### config.mk
export PLATFORM = sky130hd
export DESIGN_NAME = dmac_chan_regs
export DESIGN_NICKNAME = d
export VERILOG_FILES = /design/src/rtl/dmac_pkg.sv /design/src/rtl/dmac_rst_sync.sv /design/src/rtl/dmac_decode.sv /design/src/rtl/dmac_flags.sv /design/src/rtl/dmac_ptr_bank.sv /design/src/rtl/dmac_chan_regs.sv
export SDC_FILE = /design/constraint.sdc
export NUM_CORES = 1
export LEC_CHECK = 0
export BUFFER_PORTS_ARGS = -buffer_cell sky130_fd_sc_hd__buf_2
export CORE_MARGIN = 3
export CORE_UTILIZATION = 50
export DETAILED_ROUTE_END_ITERATION = 8
export MAX_ROUTING_LAYER = met4
export PLACE_DENSITY = 0.72
export SLEW_MARGIN = 25
export SYNTH_ARGS = -nofsm -noshare
export SYNTH_HDL_FRONTEND = slang
export SYNTH_SLANG_ARGS = --single-unit
export TNS_END_PERCENT = 20
### constraint.sdc
create_clock -name clk -period 20.2 [get_ports clk]
set_clock_uncertainty 0.05 [all_clocks]
set_input_delay 0 -clock clk [delete_from_list [all_inputs] [get_ports clk]]
set_output_delay 0 -clock clk [all_outputs]
set_load 0.01 [all_outputs]
### src/rtl/dmac_pkg.sv
package dmac_pkg;

  localparam int unsigned NUM_PTR = 6;

  typedef enum logic [1:0] {
    SZ_BYTE = 2'd0,
    SZ_HALF = 2'd1,
    SZ_WORD = 2'd2,
    SZ_RSVD = 2'd3
  } acc_size_e;

  localparam logic [15:0] OFF_CTRL = 16'h0000;
  localparam logic [15:0] OFF_PTR_LO = 16'h4000;
  localparam logic [15:0] OFF_PTR_HI = 16'h4200;

  // command bit positions in a control write
  localparam int unsigned CMD_RST    = 0;
  localparam int unsigned CMD_SETEN  = 1;
  localparam int unsigned CMD_SETUPD = 2;
  localparam int unsigned CMD_CLRCMP = 3;
  localparam int unsigned CMD_DIR    = 4;
  localparam int unsigned CMD_W      = 5;

  // status bit positions in a control read
  localparam int unsigned ST_EN  = 24;
  localparam int unsigned ST_UPD = 25;
  localparam int unsigned ST_CMP = 26;
  localparam int unsigned ST_DIR = 27;

  typedef struct packed {
    logic dir;
    logic cmp;
    logic upd;
    logic en;
  } chan_flags_t;

  // index 0..3: next, limit, start, stop; 4: initial buffer; 5: size
  function automatic logic [15:0] ptr_offset(input int unsigned idx);
    if (idx < 4) return OFF_PTR_LO + 16'(4 * idx);
    else         return OFF_PTR_HI + 16'(4 * (idx - 4));
  endfunction

endpackage

### src/rtl/dmac_rst_sync.sv
module dmac_rst_sync #(
  parameter int unsigned STAGES = 2
) (
  input  logic clk,
  input  logic rst_n_in,
  output logic rst_n_out
);
  logic [STAGES-1:0] sync_q;
  logic [STAGES-1:0] sync_d;

  always_comb sync_d = {sync_q[STAGES-2:0], 1'b1};

  always_ff @(posedge clk or negedge rst_n_in) begin
    if (!rst_n_in) sync_q <= '0;
    else           sync_q <= sync_d;
  end

  assign rst_n_out = sync_q[STAGES-1];
endmodule

### src/rtl/dmac_decode.sv
module dmac_decode
  import dmac_pkg::*;
#(
  parameter int unsigned ADDR_W = 16,
  parameter int unsigned N_PTR  = NUM_PTR
) (
  input  logic              bus_sel,
  input  logic              bus_we,
  input  logic [1:0]        bus_size,
  input  logic [ADDR_W-1:0] bus_addr,
  output logic              bad_size,
  output logic              rd_ctrl,
  output logic              wr_ctrl,
  output logic [N_PTR-1:0]  rd_ptr,
  output logic [N_PTR-1:0]  wr_ptr
);
  logic word_ok;
  logic ctrl_hit;

  always_comb begin
    word_ok  = bus_sel && (bus_size == SZ_WORD);
    bad_size = bus_sel && (bus_size != SZ_WORD);
    ctrl_hit = word_ok && (bus_addr == ADDR_W'(OFF_CTRL));
    rd_ctrl  = ctrl_hit && !bus_we;
    wr_ctrl  = ctrl_hit && bus_we;
  end

  for (genvar i = 0; i < N_PTR; i++) begin : g_hit
    logic hit;
    assign hit       = word_ok && (bus_addr == ADDR_W'(ptr_offset(i)));
    assign rd_ptr[i] = hit && !bus_we;
    assign wr_ptr[i] = hit && bus_we;
  end
endmodule

### src/rtl/dmac_flags.sv
module dmac_flags
  import dmac_pkg::*;
(
  input  logic              clk,
  input  logic              rst_n,
  input  logic              wr_ctrl,
  input  logic [CMD_W-1:0]  cmd,
  input  logic              done_pulse,
  output chan_flags_t       flags_q
);
  chan_flags_t flags_d;
  logic        flags_ce;

  always_comb begin
    flags_ce = wr_ctrl || done_pulse;
    flags_d  = flags_q;
    if (wr_ctrl) begin
      // reset first, then the set and clear commands on top of it
      if (cmd[CMD_RST])    flags_d = '0;
      if (cmd[CMD_SETEN])  flags_d.en  = 1'b1;
      if (cmd[CMD_SETUPD]) flags_d.upd = 1'b1;
      if (cmd[CMD_CLRCMP]) flags_d.cmp = 1'b0;
      if (cmd[CMD_DIR])    flags_d.dir = 1'b1;
    end
    // the engine's completion event is applied last so it is never lost
    if (done_pulse) begin
      flags_d.cmp = 1'b1;
      flags_d.en  = 1'b0;
    end
  end

  always_ff @(posedge clk or negedge rst_n) begin
    if (!rst_n)        flags_q <= '0;
    else if (flags_ce) flags_q <= flags_d;
  end
endmodule

### src/rtl/dmac_ptr_bank.sv
module dmac_ptr_bank #(
  parameter int unsigned DATA_W = 32,
  parameter int unsigned N_PTR  = 6
) (
  input  logic              clk,
  input  logic              rst_n,
  input  logic [N_PTR-1:0]  wr_ptr,
  input  logic [DATA_W-1:0] wdata,
  output logic [DATA_W-1:0] ptr_q [N_PTR]
);
  for (genvar i = 0; i < N_PTR; i++) begin : g_reg
    logic [DATA_W-1:0] val_q;
    logic [DATA_W-1:0] val_d;

    always_comb val_d = wdata;

    always_ff @(posedge clk or negedge rst_n) begin
      if (!rst_n)         val_q <= '0;
      else if (wr_ptr[i]) val_q <= val_d;
    end

    assign ptr_q[i] = val_q;
  end
endmodule

### src/rtl/dmac_chan_regs.sv
module dmac_chan_regs
  import dmac_pkg::*;
#(
  parameter int unsigned ADDR_W = 16,
  parameter int unsigned DATA_W = 32
) (
  input  logic              clk,
  input  logic              rst_n,
  input  logic              bus_sel,
  input  logic              bus_we,
  input  logic [1:0]        bus_size,
  input  logic [ADDR_W-1:0] bus_addr,
  input  logic [DATA_W-1:0] bus_wdata,
  output logic              rsp_valid,
  output logic              rsp_err,
  output logic [DATA_W-1:0] rsp_rdata,
  input  logic              done_pulse,
  output logic              xfer_en,
  output logic              xfer_dev2mem,
  output logic              xfer_update,
  output logic [DATA_W-1:0] xfer_next,
  output logic [DATA_W-1:0] xfer_limit,
  output logic              complete_irq
);
  localparam int unsigned IDX_NEXT  = 0;
  localparam int unsigned IDX_LIMIT = 1;

  logic              rst_sync_n;
  logic              bad_size;
  logic              rd_ctrl;
  logic              wr_ctrl;
  logic [NUM_PTR-1:0] rd_ptr;
  logic [NUM_PTR-1:0] wr_ptr;
  chan_flags_t       flags_q;
  logic [DATA_W-1:0] ptr_q [NUM_PTR];
  logic [DATA_W-1:0] stat_word;
  logic [DATA_W-1:0] rdata_d;
  logic              valid_d;
  logic              err_d;
  logic              valid_q;
  logic              err_q;
  logic [DATA_W-1:0] rdata_q;

  dmac_rst_sync #(.STAGES(2)) i_rst_sync (
    .clk       (clk),
    .rst_n_in  (rst_n),
    .rst_n_out (rst_sync_n)
  );

  dmac_decode #(.ADDR_W(ADDR_W), .N_PTR(NUM_PTR)) i_decode (
    .bus_sel  (bus_sel),
    .bus_we   (bus_we),
    .bus_size (bus_size),
    .bus_addr (bus_addr),
    .bad_size (bad_size),
    .rd_ctrl  (rd_ctrl),
    .wr_ctrl  (wr_ctrl),
    .rd_ptr   (rd_ptr),
    .wr_ptr   (wr_ptr)
  );

  dmac_flags i_flags (
    .clk        (clk),
    .rst_n      (rst_sync_n),
    .wr_ctrl    (wr_ctrl),
    .cmd        (bus_wdata[CMD_W-1:0]),
    .done_pulse (done_pulse),
    .flags_q    (flags_q)
  );

  dmac_ptr_bank #(.DATA_W(DATA_W), .N_PTR(NUM_PTR)) i_ptrs (
    .clk    (clk),
    .rst_n  (rst_sync_n),
    .wr_ptr (wr_ptr),
    .wdata  (bus_wdata),
    .ptr_q  (ptr_q)
  );

  always_comb begin
    stat_word         = '0;
    stat_word[ST_EN]  = flags_q.en;
    stat_word[ST_UPD] = flags_q.upd;
    stat_word[ST_CMP] = flags_q.cmp;
    stat_word[ST_DIR] = flags_q.dir;
  end

  // read mux: unmapped and narrow accesses select nothing and return zero
  always_comb begin
    rdata_d = rd_ctrl ? stat_word : '0;
    for (int i = 0; i < NUM_PTR; i++) begin
      if (rd_ptr[i]) rdata_d = rdata_d | ptr_q[i];
    end
    valid_d = bus_sel;
    err_d   = bad_size;
  end

  always_ff @(posedge clk or negedge rst_sync_n) begin
    if (!rst_sync_n) begin
      valid_q <= 1'b0;
      err_q   <= 1'b0;
      rdata_q <= '0;
    end else begin
      valid_q <= valid_d;
      err_q   <= err_d;
      rdata_q <= rdata_d;
    end
  end

  assign rsp_valid    = valid_q;
  assign rsp_err      = err_q;
  assign rsp_rdata    = rdata_q;
  assign xfer_en      = flags_q.en;
  assign xfer_dev2mem = flags_q.dir;
  assign xfer_update  = flags_q.upd;
  assign complete_irq = flags_q.cmp;
  assign xfer_next    = ptr_q[IDX_NEXT];
  assign xfer_limit   = ptr_q[IDX_LIMIT];
endmodule

==> summary.md <==
| Metric | Value |
|---|---|
| Status | `complete, no violations` |
| FF-to-FF path depth | `2` |
| Final Core Density | `0.629` |
| Worst Path Arrival | `3.68 ns` |
| Post-route minimum period | `roughly 3.3 ns` |
| Longest Clk Path Bufs | `3` |
| Least-Margin Pin Slew | `1.06 ns` |
| DR DRC count | `0` |
| DR vias | `a little over 7,000` |
| Worst path required time | `20.55 ns` |
| Gate Count Post-Synth | `727` |
| Startpoint Class | `primary input` |
| TritonCTS clock tree | `yes` |
| H-tree levels | `1` |
| Largest cells by area after synthesis | `dfrtp_1, mux2_2, mux2_1` |
| Root buffer cell | `clkbuf_16` |
| Slew margin rel. | `0.291` |
| VDD IR max | `72.2 uV` |
| Pwr dens | `79.2 nW/um^2` |
| Asr flop ratio synth | `1.00` |
| Top FF cell, synth | `dfrtp_1` |
| Crit end category | `register` |
| DP Area | `11,200 um^2` |
| Share of the synthesized area in the top cell type | `0.568` |
| Post-CTS Resized | `0` |
| CORE AREA | `19,800 um^2` |
| Flop-to-flop setup slack | `17.88 ns` |
| Setup Crit Path Kind | `in2reg` |
| Reg2reg start | `i_rst_sync.sync_q[1]` |
| Die area | `22,200 um^2` |
| Largest net degree at the start of global routing | `68` |
| RSZ-0062 raised after global routing | `no` |
| Clock Sinks | `232` |
| Routed Antenna Nets | `0` |
| Crit-path max FO | `32` |
| Antenna violations before repair | `0` |
| Synth top cells by count | `dfrtp_1, mux2_2, mux2_1` |
| Count of pins over their slew limit | `0` |
| Setup violators final | `0` |
| # fillers | `approximately 1,500` |
| CTS buffer count | `25` |
| Syn Nets | `782` |
| Static Leak | `~6.3 nW` |
| Design area | `12,500 um^2` |
| WHS Path Cells | `3` |
| Synthesized cell area | `about 10,000 um^2` |
| HP Class | `in2reg` |
| HP Start | `bus_size[0]` |
| Grt total ovfl | `0` |
| Post-synth EDFFs | `0` |
| Synth area leader | `dfrtp_1` |
| Initial Util | `0.517` |
| Post-CTS setup buffer count | `0` |
| Post-DR wirelength/cell | `~22 um` |
| Layout Nets | `967` |
| Worst skew pair latency | `0.51 ns` |
| Mean number of vias per cell | `5.90` |
| Synth-to-Final Area Change | `21.7%` |
| Setup TNS | `0 ns` |
| Number of global-route vias before repair | `7,362` |
| Worst r2r dst | `i_ptrs.g_reg[1].val_q[30]` |
| Final Power | `0.986 mW` |
| Die Y-Extent | `149 um` |
| Layout Cells excl Fill | `about 1,200` |
| Flops & latches, synth | `approximately 230` |
| Initial DRC count | `472` |
| First-pass GRT wire length | `approximately 42 mm` |
| Dpl hpwl | `16.3 mm` |
| Sequential-to-total area share from yosys stat | `0.568` |
| Total track usage | `0.247` |
| PortBufs | `156` |
| Final Wtd Congestion | `0.851` |
| Period utilization | `0.165` |
| Final hold vios | `0` |
| Most numerous cell in the Yosys netlist | `dfrtp_1` |
| YS warnings | `0` |
| Max_cap viols | `0` |
| CTS clk-pin slew, worst paths | `0.06 ns` |
| Die X-Extent | `149 um` |
| IO Count | `157` |
| Post-Route WL | `26.5 mm` |
| Row count | `just over 50` |
| Syn Area/Cell | `14.1 um^2` |
| Fraction of layout cells with a size suffix above 1 | `0.444` |
| Hold Path End | `rsp_err` |
| DR pass1 iterations | `5` |
| Netlist cell types | `between 50 and 60` |
| ANT cells | `0` |
| Placed cell count | `between 1,000 and 1,500` |
| Peak Freq | `0.300 GHz` |
-- cells by family (layout without fill, tap and decap cells) --
group / Yosys count / after routing / synth area share
other: 1 / 1 / 0.000367
DFF: 232 / 232 / 0.568
muxes: 231 / 231 / 0.255
buffers and inverters: 57 / 260 / 0.0331
and+or+nand+nor: 127 / 127 / 0.0758
AOI/OAI and AO/OA: 79 / 79 / 0.0679
-- layout by cell type (no fill, tap or decap), drive strengths merged, types with 3 or more instances in the layout --
cell type,n
dfrtp,232
mux2,219
buf,171
dlygate4sd3,42
nand3,33
clkbuf,33
nand2,31
o221ai,29
a22o,14
a22oi,13
a222oi,12
mux2i,10
nor4,10
or3,7
or4,7
nor2,5
nor2b,5
or2,4
clkinvlp,4
bufinv,4
nand2b,4
clkinv,3
inv,3
nor3,3
and2,3
-- worst max-delay path, stage by stage --
cell and delay, ns:
dlygate4sd3_1 0.52, buf_2 0.11, or4b_1 0.76, nor4_4 0.97
and2_2 0.87, mux2_2 0.42
-- per-stage QoR --
step,hold WS [ns],setup WS [ns]
6_report,0.0623,16.87
5_1_grt,0.0920,16.72
4_1_cts,0.0470,16.86
3_5_place_dp,-0.262,16.79
3_3_place_gp,-0.263,16.83
2_1_floorplan,-0.346,13.21
-- flip-flops by register name (all words and copies together), names as in the netlist --
| signal | count |
|---|---|
| i_flags.flags_q | 4 |
| i_ptrs.g.val_q | 192 |
| i_rst_sync.sync_q | 2 |
| rsp_err | 1 |
| rsp_rdata | 32 |
| rsp_valid | 1 |
-- worst max-delay path by stage --
stage               slack, ns  depth (start not counted)            startpoint                        end
floorplan               13.21                          0  i_rst_sync.sync_q[1]         i_flags.flags_q[0]
CTS                     16.86                          6               bus_sel  i_ptrs.g_reg[3].val_q[15]
finish                  16.87                          6               bus_sel  i_ptrs.g_reg[3].val_q[15]
global placement        16.83                          5          bus_addr[13]  i_ptrs.g_reg[3].val_q[20]
detailed placement      16.79                          5          bus_addr[13]  i_ptrs.g_reg[3].val_q[12]
global route            16.72                          6               bus_sel  i_ptrs.g_reg[3].val_q[15]
-- metal layers --
layer,GRT usage,up-vias,routed length (um)
li1,-,3102,-
met5,-,-,0
met4,0.0632,0,558
met1,0.348,3648,12000
met2,0.380,260,12200
met3,0.0389,46,1730
-- final cells by class --
class                           count  area [um^2]  area share
Clock buffer                       33          696      0.0559
Clock inverter                     12          174      0.0140
Inverter                            2         7.51    0.000603
Multi-Input combinational cell    438         4120       0.331
Sequential cell                   232         5810       0.467
Tap cell                          265          332      0.0266
Timing Repair Buffer              213         1320       0.106
-- what timing repair did --
action	CTS	global route
endpoints found under the hold margin	201	0
endpoints found under the setup margin	0	0
hold buffers	42	0
-- where the power goes --
part           leakage, nW  internal, mW  switching, mW
clock                0.415         0.294          0.187
combinational         2.64        0.0129         0.0246
sequential            3.23         0.465        0.00188
Note: power is estimated with default switching activity, not from simulation.
